<file path="src/rtl/mvga_pkg.sv">
package mvga_pkg;

    typedef enum logic [1:0] {
        H_ACT,
        H_FP,
        H_SYNC,
        H_BP
    } hphase_e;

    typedef enum logic [1:0] {
        V_ACT,
        V_FP,
        V_SYNC,
        V_BP
    } vphase_e;

    typedef enum logic [1:0] {
        SH_BLANK,
        SH_SHIFT,
        SH_STARVE
    } shift_e;

endpackage

</file>
<file path="src/rtl/mvga_line_timer.sv">
module mvga_line_timer
    import mvga_pkg::*;
#(
    parameter int WORD_W  = 32,
    parameter int H_VIS   = 640,
    parameter int H_FRONT = 16,
    parameter int H_PULSE = 96,
    parameter int H_BACK  = 48,
    parameter int V_VIS   = 400,
    parameter int V_FRONT = 12,
    parameter int V_PULSE = 2,
    parameter int V_BACK  = 35
) (
    input  logic clk,
    input  logic rst_n,
    output logic act_c,
    output logic slot_c,
    output logic rewind_c,
    output logic vis_q,
    output logic hsync_n_q,
    output logic vsync_q,
    output logic sol_q,
    output logic sof_q
);

    localparam int HT = H_VIS + H_FRONT + H_PULSE + H_BACK;
    localparam int VT = V_VIS + V_FRONT + V_PULSE + V_BACK;
    localparam int HW = $clog2(HT);
    localparam int VW = $clog2(VT);
    localparam int BW = $clog2(WORD_W);

    localparam logic [HW-1:0] H_LAST_ACT = HW'(H_VIS - 1);
    localparam logic [HW-1:0] H_LAST_FP  = HW'(H_VIS + H_FRONT - 1);
    localparam logic [HW-1:0] H_BEG_SY   = HW'(H_VIS + H_FRONT);
    localparam logic [HW-1:0] H_LAST_SY  = HW'(H_VIS + H_FRONT + H_PULSE - 1);
    localparam logic [HW-1:0] H_LAST_LN  = HW'(HT - 1);
    localparam logic [VW-1:0] V_LAST_ACT = VW'(V_VIS - 1);
    localparam logic [VW-1:0] V_LAST_FP  = VW'(V_VIS + V_FRONT - 1);
    localparam logic [VW-1:0] V_BEG_SY   = VW'(V_VIS + V_FRONT);
    localparam logic [VW-1:0] V_LAST_SY  = VW'(V_VIS + V_FRONT + V_PULSE - 1);
    localparam logic [VW-1:0] V_LAST_FR  = VW'(VT - 1);

    logic [HW-1:0] hcnt;
    logic [VW-1:0] vcnt;
    hphase_e       hst, hst_n;
    vphase_e       vst, vst_n;
    logic          line_end;

    assign line_end = (hcnt == H_LAST_LN);

    always_comb begin
        hst_n = hst;
        unique case (hst)
            H_ACT:  if (hcnt == H_LAST_ACT) hst_n = H_FP;
            H_FP:   if (hcnt == H_LAST_FP)  hst_n = H_SYNC;
            H_SYNC: if (hcnt == H_LAST_SY)  hst_n = H_BP;
            H_BP:   if (line_end)           hst_n = H_ACT;
        endcase
    end

    always_comb begin
        vst_n = vst;
        if (line_end) begin
            unique case (vst)
                V_ACT:  if (vcnt == V_LAST_ACT) vst_n = V_FP;
                V_FP:   if (vcnt == V_LAST_FP)  vst_n = V_SYNC;
                V_SYNC: if (vcnt == V_LAST_SY)  vst_n = V_BP;
                V_BP:   if (vcnt == V_LAST_FR)  vst_n = V_ACT;
            endcase
        end
    end

    always_ff @(posedge clk or negedge rst_n) begin
        if (!rst_n) begin
            hst  <= H_ACT;
            vst  <= V_ACT;
            hcnt <= '0;
            vcnt <= '0;
        end else begin
            hst <= hst_n;
            vst <= vst_n;
            if (line_end) begin
                hcnt <= '0;
                vcnt <= (vcnt == V_LAST_FR) ? '0 : vcnt + 1'b1;
            end else begin
                hcnt <= hcnt + 1'b1;
            end
        end
    end

    assign act_c    = (hst == H_ACT) && (vst == V_ACT);
    assign slot_c   = act_c && (hcnt[BW-1:0] == '0);
    assign rewind_c = (hcnt == '0) && (vst == V_SYNC) && (vcnt == V_BEG_SY);

    always_ff @(posedge clk or negedge rst_n) begin
        if (!rst_n) begin
            vis_q     <= 1'b0;
            hsync_n_q <= 1'b1;
            vsync_q   <= 1'b0;
            sol_q     <= 1'b0;
            sof_q     <= 1'b0;
        end else begin
            vis_q     <= act_c;
            hsync_n_q <= (hst != H_SYNC);
            vsync_q   <= (vst == V_SYNC);
            sol_q     <= (hcnt == '0);
            sof_q     <= rewind_c;
        end
    end


    hact_span_chk: assert property (@(posedge clk) disable iff (!rst_n)
        (hst == H_ACT) |-> (hcnt <= H_LAST_ACT));


    hpulse_pos_chk: assert property (@(posedge clk) disable iff (!rst_n)
        $fell(hsync_n_q) |-> ($past(hcnt) == H_BEG_SY));


    vsync_blank_chk: assert property (@(posedge clk) disable iff (!rst_n)
        vsync_q |-> !vis_q);

endmodule

</file>
<file path="src/rtl/mvga_bit_shifter.sv">
module mvga_bit_shifter
    import mvga_pkg::*;
#(
    parameter int WORD_W = 32
) (
    input  logic              clk,
    input  logic              rst_n,
    input  logic              act_c,
    input  logic              slot_c,
    input  logic              rewind_c,
    input  logic              in_valid,
    input  logic [WORD_W-1:0] in_data,
    output logic              pix,
    output logic              underrun
);

    shift_e            st, st_n;
    logic [WORD_W-1:0] shreg;
    logic              take;

    assign take = slot_c && in_valid;

    always_comb begin
        st_n = st;
        unique case (st)
            SH_BLANK: begin
                if (act_c) st_n = in_valid ? SH_SHIFT : SH_STARVE;
            end
            SH_SHIFT, SH_STARVE: begin
                if (!act_c)      st_n = SH_BLANK;
                else if (slot_c) st_n = in_valid ? SH_SHIFT : SH_STARVE;
            end
            default: st_n = SH_BLANK;
        endcase
    end

    always_ff @(posedge clk or negedge rst_n) begin
        if (!rst_n) st <= SH_BLANK;
        else        st <= st_n;
    end

    always_ff @(posedge clk or negedge rst_n) begin
        if (!rst_n) begin
            shreg    <= '0;
            underrun <= 1'b0;
        end else begin
            shreg <= take ? in_data : {shreg[WORD_W-2:0], 1'b0};
            if (slot_c && !in_valid) underrun <= 1'b1;
            else if (rewind_c)       underrun <= 1'b0;
        end
    end

    always_comb begin
        pix = (st == SH_SHIFT) && shreg[WORD_W-1];
    end


    und_rise_chk: assert property (@(posedge clk) disable iff (!rst_n)
        $rose(underrun) |-> $past(slot_c && !in_valid));


    starve_dark_chk: assert property (@(posedge clk) disable iff (!rst_n)
        (slot_c && !in_valid) |=> !pix);

endmodule

</file>
<file path="src/rtl/mono_vga_streamer.sv">
module mono_vga_streamer #(
    parameter int WORD_W  = 32,
    parameter int H_VIS   = 640,
    parameter int H_FRONT = 16,
    parameter int H_PULSE = 96,
    parameter int H_BACK  = 48,
    parameter int V_VIS   = 400,
    parameter int V_FRONT = 12,
    parameter int V_PULSE = 2,
    parameter int V_BACK  = 35
) (
    input  logic              clk,
    input  logic              rst_n,
    input  logic              in_valid,
    input  logic [WORD_W-1:0] in_data,
    output logic              in_ready,
    output logic              pix,
    output logic              hsync_n,
    output logic              vsync,
    output logic              line_start,
    output logic              frame_rewind,
    output logic              underrun
);

    logic act_c;
    logic slot_c;
    logic rewind_c;
    logic vis_q;

    mvga_line_timer #(
        .WORD_W (WORD_W),
        .H_VIS  (H_VIS),
        .H_FRONT(H_FRONT),
        .H_PULSE(H_PULSE),
        .H_BACK (H_BACK),
        .V_VIS  (V_VIS),
        .V_FRONT(V_FRONT),
        .V_PULSE(V_PULSE),
        .V_BACK (V_BACK)
    ) u_timer (
        .clk      (clk),
        .rst_n    (rst_n),
        .act_c    (act_c),
        .slot_c   (slot_c),
        .rewind_c (rewind_c),
        .vis_q    (vis_q),
        .hsync_n_q(hsync_n),
        .vsync_q  (vsync),
        .sol_q    (line_start),
        .sof_q    (frame_rewind)
    );

    mvga_bit_shifter #(
        .WORD_W(WORD_W)
    ) u_shifter (
        .clk     (clk),
        .rst_n   (rst_n),
        .act_c   (act_c),
        .slot_c  (slot_c),
        .rewind_c(rewind_c),
        .in_valid(in_valid),
        .in_data (in_data),
        .pix     (pix),
        .underrun(underrun)
    );

    assign in_ready = slot_c;


    blank_pix_chk: assert property (@(posedge clk) disable iff (!rst_n)
        !vis_q |-> !pix);


    msb_first_chk: assert property (@(posedge clk) disable iff (!rst_n)
        (in_valid && in_ready) |=> (pix == $past(in_data[WORD_W-1])));


    rewind_place_chk: assert property (@(posedge clk) disable iff (!rst_n)
        frame_rewind |-> (vsync && line_start));


    ready_vis_chk: assert property (@(posedge clk) disable iff (!rst_n)
        in_ready |=> vis_q);

endmodule

</file>
<file path="config.mk">
export PLATFORM = sky130hd
export DESIGN_NAME = mono_vga_streamer
export DESIGN_NICKNAME = d
export VERILOG_FILES = /design/src/rtl/mvga_pkg.sv /design/src/rtl/mvga_line_timer.sv /design/src/rtl/mvga_bit_shifter.sv /design/src/rtl/mono_vga_streamer.sv
export SDC_FILE = /design/constraint.sdc
export NUM_CORES = 1
export LEC_CHECK = 0
export BUFFER_PORTS_ARGS = -buffer_cell sky130_fd_sc_hd__buf_2
export CORE_MARGIN = 4
export CORE_UTILIZATION = 50
export DETAILED_ROUTE_END_ITERATION = 6
export GPL_ROUTABILITY_DRIVEN = 0
export MAX_ROUTING_LAYER = met4
export PLACE_DENSITY = 0.7
export SLEW_MARGIN = 20
export SYNTH_ARGS = -nofsm -noshare
export SYNTH_HDL_FRONTEND = slang
export SYNTH_SLANG_ARGS = --single-unit
</file>
<file path="constraint.sdc">
create_clock -name clk -period 4.5 [get_ports clk]
set_clock_uncertainty 0.1 [all_clocks]
set_input_delay 0.9 -clock clk [delete_from_list [all_inputs] [get_ports clk]]
set_output_delay 0.9 -clock clk [all_outputs]
set_load 0.03 [all_outputs]
</file>
==> impl_results.md <==
- First-pass GRT wire length: 8.80 mm
- Syn avg cell area: 12.3 sq um
- Routed WL: 5.22 mm
- Clock Power Share: 45.5%
- Site row count: 27
- Highest Signal Layer: met4
- Drt first pass iters: 4
- Clock Sinks: 62
- Worst min path class: reg2reg
- IO Port Bufs: 41
- Latest clock arrival within the worst-skew pair: 0.34 ns
- Crit start category: flop
- Ys async rst share: 100%
- Comb pwr share: 7.1%
- Post-DRT Antenna Nets: 0
- Yosys warns: 0
- Synth top area share: 52.9%
- Average via count per standard cell: 5.26
- Worst Path Max Fanout: 5
- Minimum clock period: 2.71 ns
- Cells after Synth: 235
- Delay-heaviest family, CP: simple AND/OR/NAND/NOR gates
- Sw Ratio: 21.9%
- Post-synth top area cell: dfrtp_1
- Clock H-tree levels: 3
- Net switching power: 0.000268 W
- Initial Util: 52.1%
- RSZ-0062 raised after global routing: no
- CP max stage cell: dfrtp_1
- IO Pins: 42
- Syn_nets: 286
- CP bufs+invs: 2
- Vias in the first global route: 1886
- CP endpoint kind: output port
- Max VDD drop: 0.000290 V
- DIE HEIGHT: 84.0 um
- Inserted Clock Buffers: 9
- Synth unique cells: 41
- CTS tree: done
- Final Max Slew Viols: 0
- Critical Path Max Stage Delay: 0.41 ns
- Cells taking the most area after synthesis: dfrtp_1, mux2_2, ha_1, o21ai_0, nand2_1
- WL met3: 298 um
- Setup Total Neg Slack: 0 ns
- Max Freq: 369 MHz
- 1st-iter DRT viols: 41
- # diodes: 0
- DPL Wire Length: 3.68 mm
- CP arrival: 1.71 ns
- Slew headroom: 50.5%
- Die area: 7060 sq um
- Count leader, synth: dfrtp_1
- Routed met1 length: 2.50 mm
- Sequential fraction of the synthesis area: 53.8%
- Post-synth EDFFs: 0
- PD cells: 360 nW/um^2
- Crit path kind: reg2out
- Worst-path clk slew: 0.06 ns
- Worst-Margin Slew: 0.743 ns
- GRT Util Overall: 16.3%
- Largest buffer count on any clock path: 2
- Synthesized flop and latch total: 62
- Power Internal: 0.000956 W
- Post-CTS Setup Inserts: 0
- Vias: 1887
- Static leakage: 1.69 nW
- Fin util: 61.3%
- Fin nets: 333
- WL met2: 2.33 mm
- Commonest cells in the synthesized netlist: dfrtp_1, mux2_2, ha_1, nand2_1
- Outcome: finished, final reports clean
- Primary FF master, synth: dfrtp_1
- GRT Residual Overflow: 0
- Sequential share of power: 47.4%
- Largest net degree at the start of global routing: 35
- Root Driver: clkbuf_8
- Initial antenna violation count: 0
- DR WL/cell: 14.5 um
- Hold Buf Count CTS: 0
- Final setup viols: 0
- Drt drc: 0
- CP required: 3.50 ns
- Worst-path cell chain: inv_1 -> ha_1 -> nor4b_2 -> and2b_1 -> buf_2
- Layout cells sized above 1: 34.1%
- Die width: 84.0 um
- Area Overhead vs Synth: 17.6%
- Cts repair resizes: 0
- Total power: 0.00122 W
- Final period util: 60.2%
- Area of the core: 5540 sq um
- MaxCap Viol Count: 0
- Endpoints failing hold: 0
- Synthesized area: 2890 sq um
==> power groups by stage <==
stage	clock [W]	combinational [W]	sequential (W)
floorplan	0	0.0000516	0.000588
global placement	0	0.0000864	0.000590
finish	0.000557	0.0000864	0.000581
detailed placement	0	0.0000879	0.000591
global route	0.000596	0.0000999	0.000582
CTS	0.000571	0.0000882	0.000581
==> stage by stage <==
stage               setup slack (ns)  hold slack (ns)  area, sq um  instances
floorplan                       2.31            0.339         2890        235
global placement                2.17            0.356         3160        343
detailed placement              2.16            0.361         3160        343
CTS                             1.77            0.376         3400        359
global route                    1.66            0.392         3400        359
finish                          1.79            0.369         3400        359
==> sequential cells by signal, summed over array words and instances, names as in the netlist <==
name,count
u_shifter.shreg,32
u_shifter.st,2
u_shifter.underrun,1
u_timer.hcnt,10
u_timer.hst,2
u_timer.hsync_n_q,1
u_timer.sof_q,1
u_timer.sol_q,1
u_timer.vcnt,9
u_timer.vst,2
u_timer.vsync_q,1
==> cell usage in the layout, fill, tap and decap left out, types with 2 or more instances in the layout <==
| cell | instances |
|---|---|
| dfrtp_1 | 61 |
| buf_2 | 41 |
| mux2_2 | 32 |
| nand2_1 | 16 |
| ha_1 | 16 |
| inv_1 | 13 |
| o21ai_0 | 13 |
| clkbuf_8 | 11 |
| nand3_1 | 9 |
| nor2_1 | 8 |
| and3_1 | 5 |
| nor3_1 | 5 |
| xnor2_1 | 5 |
| nand4_1 | 5 |
| and4_1 | 3 |
| and2_1 | 3 |
| nor4bb_1 | 3 |
| mux2i_1 | 3 |
| nor4b_1 | 2 |
| xor2_1 | 2 |
| o31ai_1 | 2 |
| a31oi_1 | 2 |
| a22o_1 | 2 |
| bufinv_16 | 2 |
| buf_4 | 2 |
==> path summary, 6_finish.rpt <==
| check | endpoint | startpoint | slack [ns] | cells after the start |
|---|---|---|---|---|
| min reg2reg | u_shifter.shreg[6] | u_shifter.shreg[5] | 0.37 | 1 |
| max in group asynchronous | u_timer.vsync_q | rst_n | 2.93 | 2 |
| max reg2reg | u_timer.vcnt[3] | u_timer.hcnt[5] | 2.35 | 5 |
| min in group asynchronous | u_shifter.shreg[24] | rst_n | 0.52 | 1 |
| max | in_ready | u_timer.hcnt[0] | 1.79 | 5 |
| min | u_shifter.shreg[6] | u_shifter.shreg[5] | 0.37 | 1 |
==> layer usage <==
metal / track usage, % / up-vias
li1: - / 922
met1: 21.0 / 907
met2: 23.6 / 47
met3: 5.33 / 11
met4: 7.02 / 0
met5: - / -
==> cell families (layout without fill, tap and decap cells) <==
kind of cell    after synthesis  in the layout  synth area share (%)
fa+ha+maj                    16             16                  6.93
simple gates                 66             66                  13.2
xor+xnor                      7              7                  2.12
buf+inv                      21             73                  2.99
mux                          37             37                  14.4
compound gates               26             26                  6.59
flops                        62             62                  53.8
==> layout make-up <==
class	count	area (sq um)
clock inverter	5	81.3
timing repair buffer	43	220
clock buffer	11	151
multi-input combinational	152	1250
tap	72	90.1
inverter	14	52.6
fill	438	2140
sequential	62	1550
(Power assumes the default switching activity.)
